### config.mk
export PLATFORM = sky130hd
export DESIGN_NAME = sw_stream_scorer
export DESIGN_NICKNAME = d
export VERILOG_FILES = /design/src/rtl/sw_score_pkg.sv /design/src/rtl/sw_cell.sv /design/src/rtl/sw_window_ctrl.sv /design/src/rtl/sw_best_tracker.sv /design/src/rtl/sw_stream_scorer.sv
export SDC_FILE = /design/constraint.sdc
export NUM_CORES = 2
export LEC_CHECK = 0
export ABC_CLOCK_PERIOD_IN_PS = 263500
export BUFFER_PORTS_ARGS = -buffer_cell sky130_fd_sc_hd__buf_2
export CORE_MARGIN = 2
export CORE_UTILIZATION = 45
export CTS_CLUSTER_DIAMETER = 120
export CTS_CLUSTER_SIZE = 14
export DETAILED_ROUTE_END_ITERATION = 16
export SETUP_SLACK_MARGIN = 0.2
export SYNTH_ARGS = -nofsm -noshare
export SYNTH_HDL_FRONTEND = slang
export SYNTH_HIERARCHICAL = 1
export SYNTH_SLANG_ARGS = --single-unit
### constraint.sdc
create_clock -name clk -period 263.5 [get_ports clk]
set_clock_uncertainty 0.15 [all_clocks]
set_input_delay 52.7 -clock clk [delete_from_list [all_inputs] [get_ports clk]]
set_output_delay 52.7 -clock clk [all_outputs]
set_load 0.03 [all_outputs]
### src/rtl/sw_score_pkg.sv
package sw_score_pkg;

  typedef enum logic [1:0] {
    NT_A = 2'd0,
    NT_C = 2'd1,
    NT_G = 2'd2,
    NT_T = 2'd3
  } nt_e;

  typedef enum logic [1:0] {
    ST_IDLE  = 2'd0,
    ST_ARMED = 2'd1,
    ST_SCORE = 2'd2
  } win_state_e;

  localparam int unsigned MATCH_GAIN    = 2;
  localparam int unsigned MISMATCH_COST = 1;
  localparam int unsigned GAP_COST      = 1;

endpackage

### src/rtl/sw_cell.sv
module sw_cell #(
  parameter int unsigned SC_W = 6,
  parameter int unsigned ROW  = 0
) (
  input  logic            clk,
  input  logic            rst_n,
  input  logic            clear,
  input  logic            step,
  input  logic            en,
  input  logic [1:0]      read_nt,
  input  logic [1:0]      ref_nt,
  input  logic [SC_W-1:0] diag_in,
  input  logic [SC_W-1:0] up_in,
  output logic [SC_W-1:0] h_new,
  output logic [SC_W-1:0] h_q
);
  import sw_score_pkg::*;

  localparam logic [SC_W-1:0] K_MATCH = SC_W'(MATCH_GAIN);
  localparam logic [SC_W-1:0] K_MISM  = SC_W'(MISMATCH_COST);
  localparam logic [SC_W-1:0] K_GAP   = SC_W'(GAP_COST);
  localparam logic [SC_W-1:0] ROW_CAP = SC_W'(MATCH_GAIN * (ROW + 1));

  function automatic logic [SC_W-1:0] sat_dec(input logic [SC_W-1:0] x,
                                               input logic [SC_W-1:0] k);
    return (x > k) ? (x - k) : '0;
  endfunction

  function automatic logic [SC_W-1:0] max2(input logic [SC_W-1:0] a,
                                            input logic [SC_W-1:0] b);
    return (a > b) ? a : b;
  endfunction

  function automatic logic [SC_W-1:0] cell_next(input logic [SC_W-1:0] diag,
                                                 input logic [SC_W-1:0] up,
                                                 input logic [SC_W-1:0] left,
                                                 input logic            hit);
    logic [SC_W-1:0] d_term;
    d_term = hit ? (diag + K_MATCH) : sat_dec(diag, K_MISM);
    return max2(d_term, max2(sat_dec(up, K_GAP), sat_dec(left, K_GAP)));
  endfunction

  logic hit_w;
  assign hit_w = (read_nt == ref_nt);
  assign h_new = en ? cell_next(diag_in, up_in, h_q, hit_w) : '0;

  always_ff @(posedge clk) begin
    if (!rst_n)      h_q <= '0;
    else if (clear)  h_q <= '0;
    else if (step)   h_q <= h_new;
  end

  AST_CELL_BOUND: assert property (@(posedge clk) disable iff (!rst_n)
    h_q <= ROW_CAP);
  AST_UNUSED_ROW_ZERO: assert property (@(posedge clk) disable iff (!rst_n)
    !en |-> (h_q == '0));

endmodule

### src/rtl/sw_window_ctrl.sv
module sw_window_ctrl #(
  parameter int unsigned POS_W = 32
) (
  input  logic             clk,
  input  logic             rst_n,
  input  logic             load_valid,
  input  logic [POS_W-1:0] load_start,
  input  logic [POS_W-1:0] load_end,
  input  logic             ref_valid,
  input  logic [POS_W-1:0] ref_pos,
  output logic             accept,
  output logic             step,
  output logic             last,
  output logic             busy,
  output logic [POS_W-1:0] win_start
);
  import sw_score_pkg::*;

  win_state_e       state_q, state_d;
  logic [POS_W-1:0] start_q, end_q;
  logic             at_start;

  assign at_start  = (ref_pos == start_q);
  assign busy      = (state_q != ST_IDLE);
  assign accept    = (state_q == ST_IDLE) && load_valid;
  assign step      = ref_valid &&
                     ((state_q == ST_SCORE) || ((state_q == ST_ARMED) && at_start));
  assign last      = step && (ref_pos == end_q);
  assign win_start = start_q;

  always_comb begin
    state_d = state_q;
    unique case (state_q)
      ST_IDLE:  if (accept) state_d = ST_ARMED;
      ST_ARMED: if (step)   state_d = last ? ST_IDLE : ST_SCORE;
      ST_SCORE: if (last)   state_d = ST_IDLE;
      default:              state_d = ST_IDLE;
    endcase
  end

  always_ff @(posedge clk) begin
    if (!rst_n) begin
      state_q <= ST_IDLE;
      start_q <= '0;
      end_q   <= '0;
    end else begin
      state_q <= state_d;
      if (accept) begin
        start_q <= load_start;
        end_q   <= load_end;
      end
    end
  end

  AST_BUSY_FROM_LOAD: assert property (@(posedge clk) disable iff (!rst_n)
    $rose(busy) |-> $past(load_valid));
  AST_BUSY_LOAD_IGNORED: assert property (@(posedge clk) disable iff (!rst_n)
    (busy && load_valid) |=> ($stable(start_q) && $stable(end_q)));

endmodule

### src/rtl/sw_best_tracker.sv
module sw_best_tracker #(
  parameter int unsigned SC_W  = 6,
  parameter int unsigned POS_W = 32
) (
  input  logic             clk,
  input  logic             rst_n,
  input  logic             arm,
  input  logic [POS_W-1:0] arm_pos,
  input  logic             step,
  input  logic [SC_W-1:0]  col_max,
  input  logic [POS_W-1:0] col_pos,
  output logic [SC_W-1:0]  best_nxt,
  output logic [POS_W-1:0] pos_nxt,
  output logic [SC_W-1:0]  best_q,
  output logic [POS_W-1:0] pos_q
);

  logic improve;

  // Strictly greater: an equal later column never displaces an earlier one.
  assign improve  = step && (col_max > best_q);
  assign best_nxt = improve ? col_max : best_q;
  assign pos_nxt  = improve ? col_pos : pos_q;

  always_ff @(posedge clk) begin
    if (!rst_n) begin
      best_q <= '0;
      pos_q  <= '0;
    end else if (arm) begin
      best_q <= '0;
      pos_q  <= arm_pos;
    end else begin
      best_q <= best_nxt;
      pos_q  <= pos_nxt;
    end
  end

  AST_BEST_NONDECREASING: assert property (@(posedge clk) disable iff (!rst_n)
    !arm |=> (best_q >= $past(best_q)));
  AST_STALL_HOLDS_POS: assert property (@(posedge clk) disable iff (!rst_n)
    (!step && !arm) |=> ($stable(pos_q) && $stable(best_q)));

endmodule

### src/rtl/sw_stream_scorer.sv
module sw_stream_scorer #(
  parameter int unsigned READ_LEN_MAX = 32,
  parameter int unsigned POS_W        = 32,
  localparam int unsigned LEN_W       = $clog2(READ_LEN_MAX + 1),
  localparam int unsigned SC_W        = $clog2(2 * READ_LEN_MAX + 1)
) (
  input  logic                      clk,
  input  logic                      rst_n,
  input  logic                      load_valid,
  input  logic [LEN_W-1:0]          load_len,
  input  logic [2*READ_LEN_MAX-1:0] load_read,
  input  logic [POS_W-1:0]          load_start,
  input  logic [POS_W-1:0]          load_end,
  input  logic                      ref_valid,
  input  logic [1:0]                ref_nt,
  input  logic [POS_W-1:0]          ref_pos,
  output logic                      busy,
  output logic                      res_valid,
  output logic [SC_W-1:0]           res_score,
  output logic [POS_W-1:0]          res_pos
);

  logic                      accept_w, step_w, last_w;
  logic [POS_W-1:0]          win_start_w;
  logic [2*READ_LEN_MAX-1:0] read_q;
  logic [LEN_W-1:0]          len_q;
  logic [SC_W-1:0]           h_new_w [READ_LEN_MAX];
  logic [SC_W-1:0]           h_q_w   [READ_LEN_MAX];
  logic [SC_W-1:0]           col_max_w;
  logic [SC_W-1:0]           best_nxt_w, best_q_w;
  logic [POS_W-1:0]          pos_nxt_w, pos_q_w;
  logic [SC_W:0]             score_cap_w;

  sw_window_ctrl #(.POS_W(POS_W)) u_ctrl (
    .clk        (clk),
    .rst_n      (rst_n),
    .load_valid (load_valid),
    .load_start (load_start),
    .load_end   (load_end),
    .ref_valid  (ref_valid),
    .ref_pos    (ref_pos),
    .accept     (accept_w),
    .step       (step_w),
    .last       (last_w),
    .busy       (busy),
    .win_start  (win_start_w)
  );

  always_ff @(posedge clk) begin
    if (!rst_n) begin
      read_q <= '0;
      len_q  <= '0;
    end else if (accept_w) begin
      read_q <= load_read;
      len_q  <= load_len;
    end
  end

  for (genvar i = 0; i < READ_LEN_MAX; i++) begin : g_row
    localparam logic [LEN_W-1:0] IDX = LEN_W'(i);
    logic [SC_W-1:0] diag_w, up_w;
    logic            en_w;

    assign en_w = (IDX < len_q);

    if (i == 0) begin : g_first
      assign diag_w = '0;
      assign up_w   = '0;
    end else begin : g_chain
      assign diag_w = h_q_w[i-1];
      assign up_w   = h_new_w[i-1];
    end

    sw_cell #(.SC_W(SC_W), .ROW(i)) u_cell (
      .clk     (clk),
      .rst_n   (rst_n),
      .clear   (accept_w),
      .step    (step_w),
      .en      (en_w),
      .read_nt (read_q[2*i +: 2]),
      .ref_nt  (ref_nt),
      .diag_in (diag_w),
      .up_in   (up_w),
      .h_new   (h_new_w[i]),
      .h_q     (h_q_w[i])
    );
  end

  always_comb begin
    col_max_w = '0;
    for (int i = 0; i < READ_LEN_MAX; i++) begin
      if (h_new_w[i] > col_max_w) col_max_w = h_new_w[i];
    end
  end

  sw_best_tracker #(.SC_W(SC_W), .POS_W(POS_W)) u_best (
    .clk      (clk),
    .rst_n    (rst_n),
    .arm      (accept_w),
    .arm_pos  (load_start),
    .step     (step_w),
    .col_max  (col_max_w),
    .col_pos  (ref_pos),
    .best_nxt (best_nxt_w),
    .pos_nxt  (pos_nxt_w),
    .best_q   (best_q_w),
    .pos_q    (pos_q_w)
  );

  always_ff @(posedge clk) begin
    if (!rst_n) begin
      res_valid <= 1'b0;
      res_score <= '0;
      res_pos   <= '0;
    end else begin
      res_valid <= last_w;
      if (last_w) begin
        res_score <= best_nxt_w;
        res_pos   <= pos_nxt_w;
      end
    end
  end

  assign score_cap_w = (SC_W + 1)'(len_q) << 1;

  AST_RES_ONE_PULSE: assert property (@(posedge clk) disable iff (!rst_n)
    res_valid |=> !res_valid);
  AST_RES_IDLE: assert property (@(posedge clk) disable iff (!rst_n)
    res_valid |-> !busy);
  AST_RES_SCORE_CAP: assert property (@(posedge clk) disable iff (!rst_n)
    res_valid |-> ({1'b0, res_score} <= score_cap_w));
  AST_START_NOT_BEFORE: assert property (@(posedge clk) disable iff (!rst_n)
    res_valid |-> (res_pos >= win_start_w));

endmodule

Word-level counts from Yosys, hierarchy flattened --
Index checks and enable logic that the tools add are counted. Widths: inputs -> output; s select.
Storage, ports and cells: bits in read-only memories 0, logic and storage cells 609, bits in registers 439, memories 0, bits in latches 0, memory bits (writable) 0
Operators by class: bitwise gates (word level) 1, reduce and logical (&&, ||, !) cells 10, divide/modulo/power cells 0, equal/unequal tests 39, order comparisons 192, add/subtract/negate cells 94, muxes and demuxes 231, shift-type cells 0, multiply operators 0
Operators with widths (number):
- $mux 7 | 223
- $gt 7x7->1 | 95
- $gt 7x1->1 const B | 64
- $sub 7x1->7 const B | 63
- $add 7x2->7 const B | 31
- $lt 5x6->1 const A | 16
- $eq 2x2->1 | 32
- $eq 32x32->1 | 2
- $mux 32 | 2
- $lt 4x6->1 const A | 8
- $lt 3x6->1 const A | 4
- $lt 1x6->1 const A | 2
- $lt 2x6->1 const A | 2
- $mux 2 | 5
- $gt 1x7->1 const A | 1
- $pmux 2 s3 | 1
- $logic_and 1x1->1 | 5
- $ne 2x2->1 const B | 2
- $reduce_and 3->1 | 1
- $eq 2x1->1 const B | 1
- $eq 2x2->1 const B | 1
- $logic_not 2->1 | 1
- $ne 2x1->1 const B | 1
- $reduce_bool 2->1 | 1
- 3 further kinds | 3

Longest topological paths before layout --
depth in word-level cells 230, mapped depth 629

Modules after synthesis --
The synthesis kept the hierarchy.
By module, submodules not included:
- sw_cell | area an instance 1545.2 sq um, times used 32, cells each 207
- sw_stream_scorer | area an instance 14824.2 sq um, times used 1, cells each 1923
- sw_window_ctrl | area an instance 3273.1 sq um, times used 1, cells each 400
- sw_best_tracker | area an instance 2045.7 sq um, times used 1, cells each 189

Worst setup path after synthesis --
No wires, ideal clock.
kind in2reg, start in ref_nt[0], end reg res_pos[21], required time 263233 ps, cell stages on the path 589, arrival time 160423 ps, slack 102810 ps, path buffers 2, cells stage by stage xnor2_1 nand2_1 o21ai_0 o21ai_0 inv_1 ha_1 nor2b_1 o21ai_0 a21oi_1 o21ai_2 mux2i_1 and2_1 inv_1 ha_1 nor3b_1 nand2_1 mux2i_1 inv_1 (+553 left out) a21oi_1 nor2b_1 o21ai_0 o21ai_0 nor2_1 nor2_1 nor2_1 a22oi_1 o21ai_1 ha_1 a21oi_1 a21oi_2 o221ai_2 buf_6 buf_6 mux2_4 mux2i_1 nor2b_1
RTL lines:
- from (decl) | RTL line sw_stream_scorer.sv:15 | input logic [1:0] ref_nt,
- to (signal assigned) | RTL line sw_stream_scorer.sv:119 | res_pos <= pos_nxt_w;
- to (decl) | RTL line sw_stream_scorer.sv:20 | output logic [POS_W-1:0] res_pos

==> reports/summary.md <==
The number of antenna violations at the first check in global routing was 22; the number of vias after detailed routing was 66600. The tools report the reg-to-reg critical path endpoint as res_pos[18]$_SDFFE_PN0P_. Global-route congestion overflow total: 0. The height of the die is 397 um. The run gives 69600 um^2 as the total standard cell area after synthesis. The root cell of the clock tree is clkbuf_16. The max-slew violation count was 0. The path class of the tightest hold or removal check is flop to flop. Counting the fill cells in the layout gives 15300.

The clock transition at the registers of the reported paths was 0.07 ns. For this run, asynchronously set or reset flops after synthesis account for 0%. For this design the top-level I/O count stands at 213. Data on the critical path is required at its endpoint by 263.92 ns. The net count reported at finish was 10400. The final wirelength was 211000 um; the mean area per synthesized cell was 7.62 um^2. The finished layout holds 11400 standard cells, fillers aside.

The max-cap violation count was 0; the DRC violation count after routing was 0. In the finished design, the share of the clock period the worst path needs comes to 67.3%. The growth of design area from synthesis to finish came out at 6.26%. Setup repair after global routing left no endpoint under its margin.

The per-cell via count in the routed design came out at 5.87. The first TritonRoute pass finished after 6 iterations. The floorplan step defined a core boundary enclosing 154000 um^2. Derived from the worst setup path, the maximum achievable clock frequency is 0.00564 GHz. The maximum buffer depth of the clock tree is 3, and the post-placement cell area is 72700 um^2. The number of buffer cells added on primary ports was 212. Number of global-route vias before repair: 63600. Maximum fanout encountered on the critical timing path: 22. Total CTS buffers: 42. The tools report the launching element type of the critical path as an input pin. Setup violations remaining at the end of the flow were counted as 0.

During synthesis, Yosys emitted a total of 6 warnings. After detailed routing, the average wire length per cell comes to 18.6 um. The tools report the maximum number of pins on one net before global-route repair as 110. TritonCTS built the clock tree. Count of mapped cells out of synthesis: 9136.

The data arrival time of the worst path is 177.80 ns, and the number of enable flip-flop cells after synthesis is 0. The layout cell share with drive strength beyond 1 is 8.93%, and the number of hold buffers added after CTS is 0. Path type of the worst setup path: input pin to flop. Measured against its own limit, the worst slew margin works out to 14.0%.

The run finished with clean final reports. The logs give 0 for the total count of hold-check failures in the final report and 167000 um for the placed wire-length estimate. The cell count of the worst hold path was 2. The detailed router finished its first iteration with 4842 violations. The run gives 0.930 as the routability congestion estimate.

The worst hold path terminates at u_ctrl/win_start[7]$_SDFFE_PN0P_. The clock tree synthesis step divided the H-tree into 2 levels. Later-pin clock latency in the skew report: 0.68 ns.

The most frequent cell on the critical path is ha_1. The number of different library cells in the post-synthesis netlist was 107; the flip-flop and latch count after synthesis was 439. The setup slack of the worst register-to-register path is 136.58 ns, and the number of gates given a new drive strength after cts is 0. Minimum clock period after layout: 177.38 ns. The die covers 158000 um^2. Sequential elements use 12.6% of the synthesized area. The clock drives 439 sinks.

The starting density of the core is 45.2%. The highest cell delay on the worst timing path is 0.75 ns. The horizontal die dimension was 397 um; the number of setup buffers added after CTS was 0.

The transition time at the pin with the least slew margin is 1.28 ns. The tools report the startpoint of the worst hold path as u_ctrl/win_start[7]$_SDFFE_PN0P_. The wire length of the first global-routing pass is 338000 um. The tools report the sort of element at the end of the critical path as a flop. The predominant post-synthesis flop cell was dfxtp_1. Summed over all failing endpoints, the final setup total negative slack is 0 ns. In this run the remaining antenna-violating nets after routing total 0. The floorplan has 144 rows. The tools report the startpoint of the lowest-slack register-to-register path as g_row[0].u_cell/h_q[0]$_SDFFE_PP0P_. The logs give 11300 for the number of cells after detailed placement and 73900 um^2 for the final instance area. The worst register-to-register path has a depth of 594. For this run, the total global-route usage over all layers was measured as 25.7%.

Worst-path cell with the longest stage delay: o221ai_4.
## registers in the layout (all words and copies together) (netlist names)
signal	count
u_ctrl/end_q	32
len_q	6
u_best/pos_q	32
u_ctrl/win_start	32
u_ctrl/state_q	2
g_row.u_cell/h_q	224
u_best/best_q	7
res_score	7
res_pos	32
read_q	64
res_valid	1
## Yosys cell counts (36+ instances only)
library cell  count  share of area [%]
inv_1          1021                5.5
ha_1            933                 17
nand2_1         672                3.6
mux2i_1         657                9.5
nor2_1          644                3.5
a21oi_1         530                3.8
o21ai_0         456                3.3
dfxtp_1         439                 13
nor2b_1         349                3.1
nor3_1          342                2.5
xnor2_1         255                3.2
nand4_1         156                1.4
nand2b_1        153                1.4
and2_1          145                1.3
a22o_1          136                1.7
nand3_1         129               0.93
and3_1          128                1.2
xor2_1          128                1.6
clkbuf_1        122               0.66
a21o_1          121                1.3
nor4_1           82               0.74
a211oi_2         71                1.3
o22ai_1          71               0.64
a32o_1           68               0.98
o2bb2ai_1        66               0.83
nor3b_1          65               0.70
o22a_1           65               0.82
or4_1            64               0.69
or4_4            64                1.0
a21boi_1         62               0.67
o21ba_2          58               0.83
mux2_2           53               0.86
o21a_1           50               0.54
mux2_4           42               0.91
buf_6            38               0.61
nand3b_1         38               0.41
a21oi_2          37               0.47
a31oi_1          36               0.32
o211a_1          36               0.52
## layout by cell type, fill, tap and decap left out, types with 58 or more instances in the layout
cell / count
inv_1: 1021
ha_1: 933
nand2_1: 670
mux2i_1: 657
nor2_1: 644
a21oi_1: 530
o21ai_0: 456
dfxtp_1: 439
nor2b_1: 349
nor3_1: 342
xnor2_1: 255
buf_2: 209
nand4_1: 156
nand2b_1: 153
and2_1: 145
a22o_1: 136
nand3_1: 129
and3_1: 128
xor2_1: 128
a21o_1: 121
nor4_1: 82
o22ai_1: 71
a211oi_2: 70
a32o_1: 68
o2bb2ai_1: 66
conb_1: 66
o22a_1: 65
nor3b_1: 65
or4_4: 64
or4_1: 64
a21boi_1: 62
o21ba_2: 58
## worst max path at each step
stage,start,depth (start not counted),to,slack (ns)
floorplan,ref_nt[0],589,res_pos[21]$_SDFFE_PN0P_,102.81
global placement,ref_nt[1],584,u_best/pos_q[16]$_SDFF_PN0_,91.27
detailed placement,ref_nt[0],589,res_pos[17]$_SDFFE_PN0P_,86.93
CTS,ref_nt[0],589,res_pos[19]$_SDFFE_PN0P_,87.16
global route,ref_nt[0],588,res_pos[17]$_SDFFE_PN0P_,74.39
finish,ref_nt[0],589,res_pos[18]$_SDFFE_PN0P_,86.12
## final cells by class
type | count | area [um^2] | share of cell area (%)
Multi-Input combinational cell | 7548 | 56200 | 76.0
Sequential cell | 439 | 8790 | 11.9
Inverter | 1025 | 3850 | 5.21
Tap cell | 2044 | 2560 | 3.46
Timing Repair Buffer | 234 | 1260 | 1.70
Clock buffer | 45 | 1060 | 1.44
Clock inverter | 15 | 208 | 0.281
Antenna cell | 7 | 17.5 | 0.0237
## critical path: cells and delay by family
family / cells / cell delay, ns
AO/OA/AOI/OAI: 197 / 42.75
XOR/XNOR: 1 / 0.19
adder cells (fa/ha/maj): 96 / 26.23
buffers and inverters: 67 / 6.21
multiplexers: 95 / 26.40
AND/OR/NAND/NOR: 133 / 23.03
## per-layer routing
layer	vias up	part of all wire (%)	routed length, um	track usage [%]
met5	-	0.071	151	0
met4	28	2.5	5190	6.32
met3	280	5.4	11300	3.41
met2	1553	45	95200	42.9
met1	31500	47	99500	34.9
li1	33200	-	-	-
## metrics by stage
stage	setup WS [ns]	hold WS (ns)	utilization (%)
2_1_floorplan	102.81	0.297	-
3_3_place_gp	91.27	0.302	47.2
3_5_place_dp	86.93	0.307	47.2
4_1_cts	87.16	0.316	48.0
5_1_grt	74.39	0.334	48.1
6_report	86.12	0.314	48.1
## logic make-up after synthesis
kind of cell / synth area share, %
compound gates: 23.1
xor+xnor: 4.84
fa+ha+maj: 17.1
buf+inv: 7.00
flops: 12.6
mux: 11.2
other cells: 0.00539
simple gates: 24.1
Power is not shown: default switching activity piles up to over one toggle a cycle in this logic, so the estimate is an artifact.
